===== config.mk =====
export PLATFORM = sky130hd
export DESIGN_NAME = z80_bus_seq
export DESIGN_NICKNAME = d
export VERILOG_FILES = /design/src/rtl/z80_bus_pkg.sv /design/src/rtl/z80_wait_sync.sv /design/src/rtl/z80_cs_decode.sv /design/src/rtl/z80_bus_fsm.sv /design/src/rtl/z80_bus_seq.sv
export SDC_FILE = /design/constraint.sdc
export NUM_CORES = 1
export LEC_CHECK = 0
export BUFFER_PORTS_ARGS = -buffer_cell sky130_fd_sc_hd__buf_2
export CORE_MARGIN = 2
export CORE_UTILIZATION = 53
export CTS_CLUSTER_DIAMETER = 200
export DETAILED_ROUTE_END_ITERATION = 10
export PLACE_DENSITY = 0.84
export SYNTH_ARGS = -nofsm -noshare
export SYNTH_HDL_FRONTEND = slang
export SYNTH_SLANG_ARGS = --single-unit

===== constraint.sdc =====
create_clock -name clk -period 8.1 [get_ports clk]
set_clock_uncertainty 0.05 [all_clocks]
set_input_delay 1.215 -clock clk [delete_from_list [all_inputs] [get_ports clk]]
set_output_delay 1.215 -clock clk [all_outputs]
set_load 0.01 [all_outputs]

===== src/rtl/z80_bus_pkg.sv =====
package z80_bus_pkg;
  typedef enum logic [2:0] {
    ST_IDLE  = 3'd0,
    ST_T1    = 3'd1,
    ST_T2    = 3'd2,
    ST_TW    = 3'd3,
    ST_T3    = 3'd4,
    ST_GRANT = 3'd5
  } bus_st_e;
endpackage


===== src/rtl/z80_wait_sync.sv =====
module z80_wait_sync (
  input  logic clk,
  input  logic rst_n,
  input  logic wait_n,
  output logic wait_s
);
  logic stage1;

  always_ff @(posedge clk) begin
    if (!rst_n) begin
      stage1 <= 1'b1;
      wait_s <= 1'b1;
    end else begin
      stage1 <= wait_n;
      wait_s <= stage1;
    end
  end
endmodule


===== src/rtl/z80_cs_decode.sv =====
module z80_cs_decode #(
  parameter int AW  = 16,
  parameter int NCS = 4
) (
  input  logic              enable,
  input  logic [AW-1:0]     addr,
  input  logic [NCS*AW-1:0] lo_flat,
  input  logic [NCS*AW-1:0] hi_flat,
  output logic [NCS-1:0]    cs_n
);
  logic [NCS-1:0] hit;

  function automatic logic in_window(input logic [AW-1:0] lo, input logic [AW-1:0] hi,
                                     input logic [AW-1:0] a);
    return (a >= lo) && (a <= hi);
  endfunction

  for (genvar k = 0; k < NCS; k++) begin : g_win
    assign hit[k] = in_window(lo_flat[k*AW +: AW], hi_flat[k*AW +: AW], addr);
  end

  always_comb begin
    cs_n = '1;
    if (enable) begin
      for (int k = NCS - 1; k >= 0; k--) begin
        if (hit[k]) begin
          cs_n    = '1;
          cs_n[k] = 1'b0;
        end
      end
    end
  end
endmodule


===== src/rtl/z80_bus_fsm.sv =====
module z80_bus_fsm
  import z80_bus_pkg::*;
#(
  parameter int AW = 16,
  parameter int DW = 8,
  parameter int LW = 4
) (
  input  logic          clk,
  input  logic          rst_n,
  input  logic          req_valid,
  input  logic [AW-1:0] req_addr,
  input  logic          req_io,
  input  logic [LW-1:0] cfg_len,
  input  logic          wait_s,
  input  logic          busreq_n,
  input  logic [DW-1:0] bus_data_i,
  output logic [AW-1:0] cyc_addr,
  output logic          in_cycle,
  output logic          granted,
  output logic          strobe_on,
  output logic          cyc_io,
  output logic          t3_active,
  output logic          req_rdy,
  output logic [DW-1:0] rd_data
);
  bus_st_e       state;
  logic [LW-1:0] cnt;
  logic          st_end;

  function automatic logic [LW-1:0] last_tick(input logic [LW-1:0] len);
    return (len == '0) ? '0 : len - 1'b1;
  endfunction

  assign st_end = (cnt == last_tick(cfg_len));

  always_ff @(posedge clk) begin
    if (!rst_n) begin
      state    <= ST_IDLE;
      cnt      <= '0;
      cyc_addr <= '0;
      cyc_io   <= 1'b0;
      req_rdy  <= 1'b0;
      rd_data  <= '0;
    end else begin
      req_rdy <= 1'b0;
      case (state)
        ST_IDLE: begin
          cnt <= '0;
          if (!busreq_n) begin
            state <= ST_GRANT;
          end else if (req_valid && !req_rdy) begin
            state    <= ST_T1;
            cyc_addr <= req_addr;
            cyc_io   <= req_io;
          end
        end
        ST_T1: begin
          if (st_end) begin
            state <= ST_T2;
            cnt   <= '0;
          end else begin
            cnt <= cnt + 1'b1;
          end
        end
        ST_T2: begin
          if (st_end) begin
            cnt   <= '0;
            state <= wait_s ? ST_T3 : ST_TW;
          end else begin
            cnt <= cnt + 1'b1;
          end
        end
        ST_TW: begin
          if (wait_s) state <= ST_T3;
        end
        ST_T3: begin
          if (st_end) begin
            rd_data <= bus_data_i;
            req_rdy <= 1'b1;
            cnt     <= '0;
            state   <= ST_IDLE;
          end else begin
            cnt <= cnt + 1'b1;
          end
        end
        ST_GRANT: begin
          if (busreq_n) state <= ST_IDLE;
        end
        default: state <= ST_IDLE;
      endcase
    end
  end

  assign in_cycle  = (state == ST_T1) || (state == ST_T2) || (state == ST_TW) || (state == ST_T3);
  assign strobe_on = (state == ST_T2) || (state == ST_TW) || (state == ST_T3);
  assign granted   = (state == ST_GRANT);
  assign t3_active = (state == ST_T3);
endmodule


===== src/rtl/z80_bus_seq.sv =====
module z80_bus_seq #(
  parameter int AW  = 16,
  parameter int DW  = 8,
  parameter int LW  = 4,
  parameter int NCS = 4
) (
  input  logic              clk,
  input  logic              rst_n,
  input  logic              req_valid,
  input  logic [AW-1:0]     req_addr,
  input  logic              req_io,
  output logic              req_rdy,
  output logic [DW-1:0]     rd_data,
  input  logic [LW-1:0]     cfg_len,
  input  logic [NCS*AW-1:0] cfg_lo,
  input  logic [NCS*AW-1:0] cfg_hi,
  output logic [AW-1:0]     bus_addr_o,
  output logic              bus_addr_oe,
  input  logic [AW-1:0]     bus_addr_i,
  input  logic [DW-1:0]     bus_data_i,
  output logic              rd_n,
  output logic              mreq_n,
  output logic              iorq_n,
  input  logic              wait_n,
  input  logic              busreq_n,
  output logic              busack_n,
  output logic [NCS-1:0]    cs_n
);
  logic          wait_s;
  logic          in_cycle;
  logic          granted;
  logic          strobe_on;
  logic          cyc_io;
  logic          t3_active;
  logic [AW-1:0] cyc_addr;
  logic [AW-1:0] dec_addr;

  z80_wait_sync u_sync (
    .clk    (clk),
    .rst_n  (rst_n),
    .wait_n (wait_n),
    .wait_s (wait_s)
  );

  z80_bus_fsm #(.AW(AW), .DW(DW), .LW(LW)) u_fsm (
    .clk        (clk),
    .rst_n      (rst_n),
    .req_valid  (req_valid),
    .req_addr   (req_addr),
    .req_io     (req_io),
    .cfg_len    (cfg_len),
    .wait_s     (wait_s),
    .busreq_n   (busreq_n),
    .bus_data_i (bus_data_i),
    .cyc_addr   (cyc_addr),
    .in_cycle   (in_cycle),
    .granted    (granted),
    .strobe_on  (strobe_on),
    .cyc_io     (cyc_io),
    .t3_active  (t3_active),
    .req_rdy    (req_rdy),
    .rd_data    (rd_data)
  );

  assign dec_addr = granted ? bus_addr_i : cyc_addr;

  z80_cs_decode #(.AW(AW), .NCS(NCS)) u_dec (
    .enable  (in_cycle | granted),
    .addr    (dec_addr),
    .lo_flat (cfg_lo),
    .hi_flat (cfg_hi),
    .cs_n    (cs_n)
  );

  assign bus_addr_o  = cyc_addr;
  assign bus_addr_oe = in_cycle;
  assign rd_n        = ~strobe_on;
  assign mreq_n      = ~(strobe_on & ~cyc_io);
  assign iorq_n      = ~(strobe_on & cyc_io);
  assign busack_n    = ~granted;
endmodule


Word level (Yosys, flattened, before mapping)
Cells that the tools add are included.

$add $sub $neg: 2. $mul: 0. Divide/modulo/power cells: 0. Order comparisons: 8. Eq/ne operators: 12. Shift-type cells: 0. Muxes and demuxes: 19. Bitwise operators: 8. Reductions and logical operators: 19.

Operator list (count): >= comparator 16 bit (4); less-or-equal comparator 16 bit (4); two-way mux 4 bit (7); two-way mux 3 bit (8); one-hot mux 3 bit (6 select lines) (1); two-way mux 16 bit (1); one-hot mux 4 bit (2 select lines) (1); == test 3 x 2 -> 1 bit (second input constant) (2); == test 3 bit (second input constant) (2); inequality test 2 x 1 -> 1 bit (second input constant) (3); AND reduction 6 bit (1); logical AND 1 bit (5); logical OR 1 bit (5); inverter 1 bit (5); adder 4 x 1 -> 4 bit (second input constant) (1); == test 4 bit (1); logical NOT 4 bit (1); inequality test 2 bit (second input constant) (2); AND reduction 2 bit (2); subtractor 4 x 1 -> 4 bit (second input constant) (1); == test 3 x 1 -> 1 bit (second input constant) (1); logical NOT 3 bit (1); inequality test 3 x 2 -> 1 bit (second input constant) (1); AND reduction 3 bit (1); other kinds (6) (7).

Register bits after elaboration: 35. Bits in latches: 0. Bits in writable memories: 0. Memory bits (read-only): 0. Input bits: 178. Output and inout port bits: 34. Logic and storage cells: 76. Memories kept: 0.

Logic depth before layout (Yosys ltp)
Gate-level depths: netlist (run 1).

Depth in word-level cells: 9. Gate-level depth with buffers: 12. Depth with buffers taken out: 11.

Modules after synthesis
From an unflattened synthesis (run 1), not the netlist that was laid out.

Cells, all modules: 647. Area total of the unflattened synthesis: 5071.1 sq um.

By module, submodules not included: z80_cs_decode (times used 1, cells each 443, area each 3190.6 sq um); z80_bus_fsm (times used 1, cells each 177, area each 1562.7 sq um); z80_bus_seq (times used 1, cells each 23, area each 265.3 sq um); z80_wait_sync (times used 1, cells each 4, area each 52.6 sq um).

Least setup slack after synthesis (run 1)
Ideal clock, no wire load.

Path type: input -> output. From: input bus_addr_i[10]. To: output cs_n[3]. Data arrival time: 2923 ps. Required time: 6835 ps. Setup slack: 3912 ps. Stages on the path: 8. Cell sequence: nand2_1 > nand2_1 > ha_1 > nand4_1 > or4_1 > o221a_1 > o21ai_1 > nand4bb_1.

Word-level cells in the longest chain between the ends: 8. Elaborated cells on any way between the ends: 18. Classes of those cells: order compare: 8; mux: 6; reduce/logical: 4.

RTL lines: start, declared (line z80_bus_seq.sv:19) `input logic [AW-1:0] bus_addr_i,`; two-way mux 16 bit * (line z80_bus_seq.sv:65) `assign dec_addr = granted ? bus_addr_i : cyc_addr;`; >= comparator 16 bit / less-or-equal comparator 16 bit (equally long branches) (line z80_cs_decode.sv:15) `return (a >= lo) && (a <= hi);`; logical AND 1 bit (line z80_cs_decode.sv:15); two-way mux 4 bit (3 in series) (line z80_cs_decode.sv:26) `if (hit[k]) begin`; two-way mux 4 bit * (line z80_cs_decode.sv:26); two-way mux 4 bit * (line z80_cs_decode.sv:24) `if (enable) begin`; end, declared (line z80_bus_seq.sv:27) `output logic [NCS-1:0] cs_n`.

Every way passes the cells marked *; elsewhere a longest branch is shown, timed or not.

Worst setup path after layout (run 1)
From: register u_fsm.state[2]. To: output cs_n[3].

Word-level cells in the longest chain between the ends: 9. Elaborated cells on any way between the ends: 27. Classes of those cells: order compare: 8; eq/ne: 5; mux: 6; bitwise: 1; reduce/logical: 7.

RTL lines: start, declared (line z80_bus_fsm.sv:26) `bus_st_e state;`; start signal, assigned (line z80_bus_fsm.sv:68) `state <= wait_s ? ST_T3 : ST_TW;`; == test 3 bit (line z80_bus_fsm.sv:96) `assign granted = (state == ST_GRANT);`; two-way mux 16 bit (line z80_bus_seq.sv:65); >= comparator 16 bit / less-or-equal comparator 16 bit (equally long branches) (line z80_cs_decode.sv:15); logical AND 1 bit (line z80_cs_decode.sv:15); two-way mux 4 bit (4 in series) (line z80_cs_decode.sv:26); two-way mux 4 bit * (line z80_cs_decode.sv:24).

Marks and branches as above.

==> run summary, run 1 <==
* 0 — number of diodes added for antenna fixing
* 255 — Iteration-0 DRC Markers
* 972 — number of placed instances with taps included
* 0 — overflow left after global routing
* 5,357 — total number of vias
* done — clock tree from TritonCTS
* 0 — total of warnings raised by yosys
* flop — kind of launch point of the worst setup path
* 280 ps — clock insertion delay at the later pin of the skew report
* 0 — Resized Gates After CTS
* reg -> out — type of the setup path with the least slack
* 5280 ps — post-layout min period
* 980 — fin cells
* 211 — number of buffer cells added on primary ports
* 0 — antenna-violating nets left
* 26.0% — share of post-route cells with drive strength above 1
* finished clean — result of the run
* 0 — initial antenna violation count
* 0% — Post-synth ARST share
* 0.926 — final weighted congestion in routability-driven placement
* 10,100 µm² — die area
* 0 — setup fix buffers added after clock tree synthesis
* 67.9% — final core occ
* 14.2% — proportion of synthesized chip area in sequential cells
* 32.7% — fraction of synthesized cell area taken by the top area cell type
* 58 — number of distinct library cell variants in the gate-level netlist after synthesis
* 1,175 — Nets
* 3.96 nW — Static Leak
* ha_1 — post-synthesis cell type with the largest combined area
* ha_1, dfxtp_1, inv_1 — dominant cells by area after synthesis
* 0 — pins over their slew limit
* 3180 ps — worst setup slack after placement
* 12.5 mm — hpwl dp
* 165 nW/µm² — Pwr per Cell Area
* 18 — maximum net fanout on the critical path
* 4930 µm² — synthesized cell area
* 6190 µm² — area of all placed cells without fillers
* 5 — first-pass iteration count of the detailed router
* 65.2% — period utilisation layout
* 2820 ps — least setup slack across all paths after layout
* 25.6% — Area growth syn-to-layout
* 0.167 mV — worst ir drop on vdd
* 4,983 — via count of the first global-routing pass
* 35 — floorplan row count
* 7.46 µm² — average cell area after synthesis
* 2 — number of buffers on the longest clock path
* 54.1% — Initial Utilization
* 6070 µm² — total placed instance area
* 4010 ps — crit path DAT
* 0 ps — post-route setup TNS
* 6840 ps — Required @ worst endpoint
* reg -> reg — Hold/Removal Path Class
* clkbuf_8 — buffer type at the clock tree root
* 212 — IO Pins
* 35 — flip-flop and latch count after synthesis
* 29.0% — global-route total usage across every layer
* 0 — DRC
* 661 — post-synthesis instance total
* 14.9 mm — sum of routed wire length over all layers
* 0 — hold-fix buffer count after cts
* 0 — number of maximum-capacitance constraint violations
* 100 µm — Die Y
* 23.2 mm — wire length of the first global-routing pass
* primary output — kind of capture point of the worst setup path
* 35 — sink count of the clock tree
* 0 — count of endpoints failing hold in the final timing report
* 968 — nets in the synthesized netlist
* 2 — H-Tree Depth
* 1080 ps — worst-margin pin slew
* 100 µm — horizontal extent of the die
* 5 — cts bufs inserted
* no — setup repair after global routing missed its margin
* 70 ps — clock input transition at the sequential cells of the worst setup and hold paths
* 5.47 — Via-to-Cell Ratio
* 32 — largest net degree at the start of global routing
* 0 — final setup violating endpoints
* 189 MHz — maximum achievable frequency
* dfxtp_1 — commonest register cell after synthesis
* 28.3% — tightest slew margin relative to the limit
* 804 — fill cell instance count of the final layout
* 0 — number of enable flip-flop cells after synthesis
* 15.2 µm — WL per Instance
* 9110 µm² — Floorplan Core Area
sequential cells by signal, summed over array words and instances, names as in the netlist:
signal	count
u_fsm.cyc_addr	16
u_fsm.state	3
u_fsm.rd_data	8
u_fsm.cnt	4
u_fsm.cyc_io	1
u_fsm.req_rdy	1
u_sync.stage1	1
u_sync.wait_s	1
through the flow:
step	hold WS [ps]	total power, W
after detailed placement	361	0.000850
after global routing	377	0.00112
after global placement	345	0.000830
after floorplan	336	0.000659
final	368	0.00102
after CTS	374	0.00101
cell usage in the layout (no fill, tap or decap), types with 4 or more instances in the layout:
cell	Yosys	layout
o21ai_0	18	18
nand4_1	16	16
nor3_1	10	10
o211ai_1	7	7
a221oi_1	4	4
mux2i_1	30	30
ha_1	129	129
a211oi_1	4	4
nand2b_1	9	9
nand3_1	15	15
nand2_1	83	83
o21a_1	4	4
a21oi_1	43	43
a21o_1	11	11
buf_2	3	211
nor2_1	46	46
inv_1	127	127
dfxtp_1	35	35
clkbuf_8	0	6
kinds of logic (layout without fill, tap and decap cells):
group | count (synthesis) | after routing | share of synthesized area [%]
compound gates | 123 | 123 | 16.4
buf+inv | 139 | 347 | 10.8
fa+ha+maj | 129 | 129 | 32.7
xor+xnor | 2 | 2 | 0.355
flops | 35 | 35 | 14.2
simple gates | 202 | 202 | 19.1
mux | 31 | 31 | 6.40
layer usage:
layer / global-route usage, % / part of all wire [%] / wire (µm)
met1: 34.9 / 42 / 6180
met4: 13.9 / 4.4 / 652
met3: 3.90 / 6.4 / 959
met5: 0 / 0 / 0
met2: 50.7 / 48 / 7090
layout make-up:
class	count	area, µm²	area share, %
Multi-Input combinational cell	487	3690	59.7
Clock inverter	2	35.0	0.566
Sequential cell	35	701	11.3
Inverter	128	480	7.76
Tap cell	111	139	2.24
Timing Repair Buffer	211	1060	17.1
Clock buffer	6	82.6	1.33
synthesized netlist by cell type (all sizes together) (3+ instances only):
| master | instances |
|---|---|
| nor3 | 10 |
| mux2i | 30 |
| a31oi | 4 |
| nand4 | 16 |
| a221oi | 4 |
| o31ai | 3 |
| buf | 5 |
| and4 | 3 |
| nand2b | 9 |
| nor2b | 3 |
| nand3b | 3 |
| nand3 | 15 |
| inv | 128 |
| nor2 | 46 |
| nand2 | 83 |
| dfxtp | 35 |
| a21o | 11 |
| o21ai | 19 |
| a22oi | 3 |
| ha | 129 |
| o21a | 4 |
| o211ai | 7 |
| a21oi | 43 |
| clkbuf | 6 |
| a211oi | 4 |
worst max-delay path, cell delays in order, from the launching register on:
cell,delay [ps]
dfxtp_1,560
nand3b_1,570
inv_2,440
nand2_1,100
nand2_1,340
ha_1,330
a21o_1,160
a21o_1,170
a221o_1,350
a211oi_1,250
a311oi_1,110
nand4bb_1,200
buf_2,150
worst paths after layout:
check | cells past startpoint | from | endpoint | slack, ps
worst max-delay path | 12 | u_fsm.state[2] | cs_n[3] | 2820
worst min-delay path | 1 | u_sync.stage1 | u_sync.wait_s | 370
worst max register to register | 5 | u_fsm.state[2] | u_fsm.cyc_addr[7] | 5900
worst min register to register | 1 | u_sync.stage1 | u_sync.wait_s | 370
report_power, final:
group	internal [W]	total, W	switching, W
registers	0.000195	0.000228	0.0000332
clock network	0.0000995	0.000162	0.0000621
logic	0.000268	0.000631	0.000363
(Power assumes the default switching activity.)
==> run 2: changes to the inputs <==
Settings changed: CORE_UTILIZATION 53 to 45, PLACE_DENSITY 0.84 to 0.75.
Clock period 8.1 ns to 4.8 ns, I/O delays scaled along.
==> run 2 against run 1 <==
Against the previous run: first-iteration DRC count decreased by 25%; routed wire length down 3.1%; global-route usage shrank 4.8 points.
==> run summary, run 2 (same netlist as run 1, synthesis figures left out) <==
* finished clean — result of the run
* buf_2 — commonest non-fill, non-tap cell in the layout
* 35 — sink count of the clock tree, unchanged
* 28.6% — tightest slew margin relative to the limit, +0.30 points
* u_fsm.state[1] — worst reg2reg startpoint
* 12.4 mm — hpwl dp, -0.66%
* 5,034 — via count of the first global-routing pass, +1.0%
* 405 ps — least setup slack across all paths after layout, -2420 ps
* 228 MHz — maximum achievable frequency
* 2630 ps — setup slack of the worst register-to-register path, -3270 ps
* 2 — H-Tree Depth, unchanged
* 701 ps — worst setup slack after placement, -2480 ps
* 22.5 mm — wire length of the first global-routing pass, -3.0%
* flop — kind of launch point of the worst setup path
* 1,003 — number of placed instances with taps included, +3.2%
* 45.9% — Initial Utilization, -8.2 points
* cs_n[3] — crit path capture
* 0 — count of endpoints failing hold in the final timing report, unchanged
* primary output — kind of capture point of the worst setup path
* 0 — DRC, unchanged
* 1 — number of cells on the worst hold path, unchanged
* 1,177 — Nets, +0.17%
* 11,800 µm² — die area, +17%
* 5,158 — total number of vias, -3.7%
* u_fsm.cyc_addr[2] — end of the worst register-to-register path
* 3.95 nW — Static Leak, -0.26%
* 0.000889 W — internal power, +58%
* 0.951 — final weighted congestion in routability-driven placement, +2.7%
* 6.75 mm — met2 wire len, -4.8%
* 46.1% — switching fraction of total power, +1.2 points
* 1.19 mm — DR WL met3, +24%
* buf_2, ha_1, inv_1 — commonest cells after routing, fill and taps aside
* 0 — hold-fix buffer count after cts, unchanged
* 0 — number of diodes added for antenna fixing, unchanged
* 0.00165 W — sum of internal, switching and leakage power, +62%
* 0 — final setup violating endpoints, unchanged
* 5 — cts bufs inserted, unchanged
* 0 ps — post-route setup TNS, unchanged
* u_fsm.state[2] — source of the critical timing path
* 280 ps — clock insertion delay at the later pin of the skew report, about the same
* 6.05 mm — WL met1, -2.0%
* 23.3% — part of the power in registers, +1.0 points
* 5.10 — Via-to-Cell Ratio, -6.7%
* 14.4 mm — sum of routed wire length over all layers, -3.1%
* 32 — largest net degree at the start of global routing, unchanged
* 2 — number of buffers on the longest clock path, unchanged
* 38 — floorplan row count, +8.6%
* 10,700 µm² — Floorplan Core Area, +18%
* 3630 ps — crit path DAT, -380 ps
* 0 — antenna-violating nets left, unchanged
* 57.8% — final core occ, -10 points
* u_fsm.cyc_addr: 16 flops, u_fsm.rd_data: 8 flops, u_fsm.cnt: 4 flops — registers with the most flip-flops
* 109 µm — Die Y, +8.2%
* 0 — number of maximum-capacitance constraint violations, unchanged
* 4400 ps — post-layout min period
* 0.308 mV — worst ir drop on vdd, +85%
* 16 — maximum net fanout on the critical path, -2
* 0 — overflow left after global routing, unchanged
* clkbuf_8 — buffer type at the clock tree root
* reg -> reg — Hold/Removal Path Class
* 5 — depth of the worst register-to-register path, unchanged
* reg -> out — type of the setup path with the least slack
* 1070 ps — worst-margin pin slew, -4.51 ps
* 1 — initial antenna violation count, +1
* met4 — top layer reached by signal wires
* 0 — pins over their slew limit, unchanged
* 211 — number of buffer cells added on primary ports, unchanged
* 26.1% — Area growth syn-to-layout
* 190 — Iteration-0 DRC Markers, -25%
* 70 ps — clock input transition at the sequential cells of the worst setup and hold paths, about the same
* 212 — IO Pins, unchanged
* 16 — flip-flop count of the largest register, all copies and words added, unchanged
* no — setup repair after global routing missed its margin
* 1,011 — fin cells, +3.2%
* 91.6% — period utilisation layout
* 14.3 µm — WL per Instance, -6.1%
* 4030 ps — Required @ worst endpoint, -2810 ps
* u_fsm.cyc_addr — register with the most flip-flops
* 0 — setup fix buffers added after clock tree synthesis, unchanged
* 26.2% — share of post-route cells with drive strength above 1, +0.17 points
* 109 µm — horizontal extent of the die, +8.2%
* 64.3% — portion of total power attributed to combinational logic, +2.5 points
* 0.000760 W — switching power, +66%
* u_sync.stage1 — worst hold start
* 24.2% — global-route total usage across every layer, -4.8 points
* done — clock tree from TritonCTS
* 12.4% — Clock power frac, -3.4 points
* 4 — first-pass iteration count of the detailed router, -1
* 265 nW/µm² — Pwr per Cell Area, +61%
-- run 2: cell type report --
class                      instances  area, µm²
fill                            1076       4530
multi-input combinational        487       3700
timing repair buffer             213       1070
sequential                        35        701
inverter                         128        480
tap                              140        175
clock buffer                       6       72.6
clock inverter                     2       12.5
-- run 2: worst min path at each step --
| stage | to | slack, ps |
|---|---|---|
| floorplan | u_sync.wait_s | 340 |
| global placement | u_sync.wait_s | 340 |
| detailed placement | u_sync.wait_s | 370 |
| CTS | u_sync.wait_s | 390 |
| global route | u_sync.wait_s | 420 |
| finish | u_sync.wait_s | 380 |
-- run 2: power groups by stage --
stage	clock network [W]	registers [W]	logic [W]
final	0.000204	0.000384	0.00106
after global routing	0.000219	0.000394	0.00121
after CTS	0.000208	0.000383	0.00105
after detailed placement	0	0.000389	0.00105
after global placement	0	0.000389	0.00103
after floorplan	0	0.000369	0.000743
-- run 2: metal layers --
metal  up-vias  track usage, %
li1       2706               -
met1      2234            28.4
met2       187            43.8
met3        31            3.89
met4         0            9.34
met5         -               0
-- run 2: repair_timing --
| item | 4_1_cts | 5_1_grt |
|---|---|---|
| hold endpoints to repair | 0 | 0 |
| resized for setup | 0 | 1 |
| endpoints found under the setup margin | 0 | 3 |
-- run 2: critical path, stage by stage (launching register included) --
cell	delay, ps
dfxtp_1	550
nand3b_1	350
inv_2	320
nand2_1	90
nand2_1	300
ha_1	330
nor2b_1	140
o211ai_1	160
a21oi_1	100
a211o_1	300
a311oi_1	400
nand4bb_1	180
buf_2	140
-- run 2: stage by stage --
stage | instance area [µm²] | hold WS, ps
floorplan | 4930 | 336
global placement | 6120 | 339
detailed placement | 6120 | 372
CTS | 6210 | 388
global route | 6210 | 419
finish | 6210 | 383
==> run 3: changes to the inputs <==
--- a/config.mk
+++ b/config.mk
@@ -8,3 +8,2 @@
 export BUFFER_PORTS_ARGS = -buffer_cell sky130_fd_sc_hd__buf_2
-export CORE_MARGIN = 2
 export CORE_UTILIZATION = 45
==> constraint.sdc (replaced) <==
create_clock -name clk -period 4.8 [get_ports clk]
set_clock_uncertainty 0.05 [all_clocks]
set_input_delay 0.96 -clock clk [delete_from_list [all_inputs] [get_ports clk]]
set_output_delay 0.96 -clock clk [all_outputs]
set_load 0.01 [all_outputs]
==> run 3 against run 2 <==
Against the previous run: sequential share of layout area down 0.052 points; sequential cell count unchanged; core utilization up 1.8 points; global-route usage up 0.84 points; clock power up 29%; non-clock buffer count up 1; cell count about the same; combinational power about the same; maximum frequency down 1.5%; power up 2.7%; die area down 3.6%; via count about the same; critical endpoint unchanged; largest cell class unchanged.
==> run summary, run 3 (same netlist as run 1, synthesis figures left out) <==
* u_fsm.cyc_addr: 16 flops, u_fsm.rd_data: 8 flops, u_fsm.cnt: 4 flops — registers with the most flip-flops
* 93.0% — period utilisation layout, +1.4 points
* clkbuf_8 — buffer type at the clock tree root
* 11,400 µm² — die area, -3.6%
* 5,160 — total number of vias, +0.039%
* 361 ps — worst-case hold slack, -21.9 ps
* 6120 µm² — total placed instance area, about the same
* 47.1% — Initial Utilization, +1.2 points
* 4.38% — Global Route met3 Usage, +0.49 points
* 224 MHz — maximum achievable frequency, -1.5%
* buf_2, ha_1, inv_1 — commonest cells after routing, fill and taps aside
* 0 — number of maximum-capacitance constraint violations, unchanged
* 0 — hold-fix buffer count after cts, unchanged
* 2 — number of buffers on the longest clock path, unchanged
* 2 — initial antenna violation count, +1
* 2620 ps — setup slack of the worst register-to-register path, about the same
* 37 — floorplan row count, -2.6%
* 29.7% — tightest slew margin relative to the limit, +1.1 points
* 44.2% — met2 usage in global routing, +0.35 points
* 0.909 — final weighted congestion in routability-driven placement, -4.4%
* 1,010 — fin cells, -0.099%
* 4 — first-pass iteration count of the detailed router, unchanged
* 25.0% — global-route total usage across every layer, +0.84 points
* 0 — antenna-violating nets left, unchanged
* 107 µm — horizontal extent of the die, -1.8%
* 211 — number of buffer cells added on primary ports, unchanged
* 0 — setup fix buffers added after clock tree synthesis, unchanged
* u_fsm.cyc_addr — register with the most flip-flops
* 1,178 — Nets, +0.085%
* 10,500 µm² — Floorplan Core Area, -2.6%
* 0 — count of endpoints failing hold in the final timing report, unchanged
* 30.0% — global-route track usage on met1, +1.6 points
* 3790 ps — Required @ worst endpoint, -240 ps
* 13.9 µm — WL per Instance, -2.4%
* done — clock tree from TritonCTS
* 12.1 mm — hpwl dp, -2.4%
* 5.11 — Via-to-Cell Ratio, +0.14%
* 212 — IO Pins, unchanged
* flop — kind of launch point of the worst setup path
* 0 — overflow left after global routing, unchanged
* 1,000 — number of placed instances with taps included, -0.30%
* 6240 µm² — area of all placed cells without fillers, +0.46%
* buf_2 — commonest non-fill, non-tap cell in the layout
* reg -> reg — Hold/Removal Path Class
* 0 — pins over their slew limit, unchanged
* 4460 ps — post-layout min period, +67.6 ps
* 32 — largest net degree at the start of global routing, unchanged
* 22.7 mm — wire length of the first global-routing pass, +0.49%
* 290 ps — clock insertion delay at the later pin of the skew report, about the same
* 70 ps — clock input transition at the sequential cells of the worst setup and hold paths, about the same
* 176 — Iteration-0 DRC Markers, -7.4%
* 0.304 mV — worst ir drop on vdd, -1.4%
* 271 nW/µm² — Pwr per Cell Area, +2.2%
* 337 ps — least setup slack across all paths after layout, -67.6 ps
* 0 — final setup violating endpoints, unchanged
* 17 — maximum net fanout on the critical path, +1
* met2 — GRT busiest layer
* 5 — cts bufs inserted, unchanged
* 3.97 nW — Static Leak, +0.53%
* 3450 ps — crit path DAT, -180 ps
* 5,018 — via count of the first global-routing pass, -0.32%
* 16 — flip-flop count of the largest register, all copies and words added, unchanged
* reg -> out — type of the setup path with the least slack
* 0 — DRC, unchanged
* 1050 ps — worst-margin pin slew, -16.7 ps
* 2 — H-Tree Depth, unchanged
* 0 ps — post-route setup TNS, unchanged
* 26.7% — Area growth syn-to-layout
* 571 ps — worst setup slack after placement, -130 ps
* 0 — Resized Gates After CTS, unchanged
* 14.1 mm — sum of routed wire length over all layers, -2.5%
* primary output — kind of capture point of the worst setup path
* 107 µm — Die Y, -1.8%
* 35 — sink count of the clock tree, unchanged
* finished clean — result of the run
* no — setup repair after global routing missed its margin
* 26.3% — share of post-route cells with drive strength above 1, +0.085 points
-- run 3: per-stage QoR --
step | total power, W | util [%]
after floorplan | 0.00111 | -
after global placement | 0.00142 | 58.5
after detailed placement | 0.00144 | 58.5
after CTS | 0.00170 | 59.6
after global routing | 0.00187 | 59.6
final | 0.00169 | 59.7
-- run 3: path summary, 6_finish.rpt --
kind | from | endpoint | depth (start not counted)
hold reg to reg | u_sync.stage1 | u_sync.wait_s | 1
setup / recovery | u_fsm.state[2] | cs_n[3] | 11
setup reg to reg | u_fsm.state[1] | u_fsm.cyc_addr[2] | 5
hold / removal | u_sync.stage1 | u_sync.wait_s | 1
-- run 3: area by class of cell --
cell class	instances	area, µm²
Fill cell	1004	4220
Timing Repair Buffer	214	1080
Multi-Input combinational cell	487	3690
Clock buffer	5	68.8
Clock inverter	3	43.8
Antenna cell	2	5.00
Sequential cell	35	701
Tap cell	136	170
Inverter	128	480
-- run 3: per-layer routing --
metal / up-vias / wire [µm]
li1: 2709 / -
met1: 2234 / 5940
met2: 189 / 6670
met3: 28 / 1070
met4: 0 / 383
met5: - / 0
-- run 3: power by group --
part / switching, W / leakage (nW) / internal (W)
combinational: 0.000592 / 3.63 / 0.000456
clock: 0.000108 / 0.0581 / 0.000155
sequential: 0.0000548 / 0.285 / 0.000328
-- run 3: critical path: stages, from the launching register on --
cell       delay (ps)
dfxtp_1           570
nand3b_1          170
buf_4             240
nand2_1            80
nand2_1           250
ha_1              430
nand4_1           160
a2111oi_0         440
nor4_1            120
o22ai_1           320
nand4bb_1         200
buf_2             180
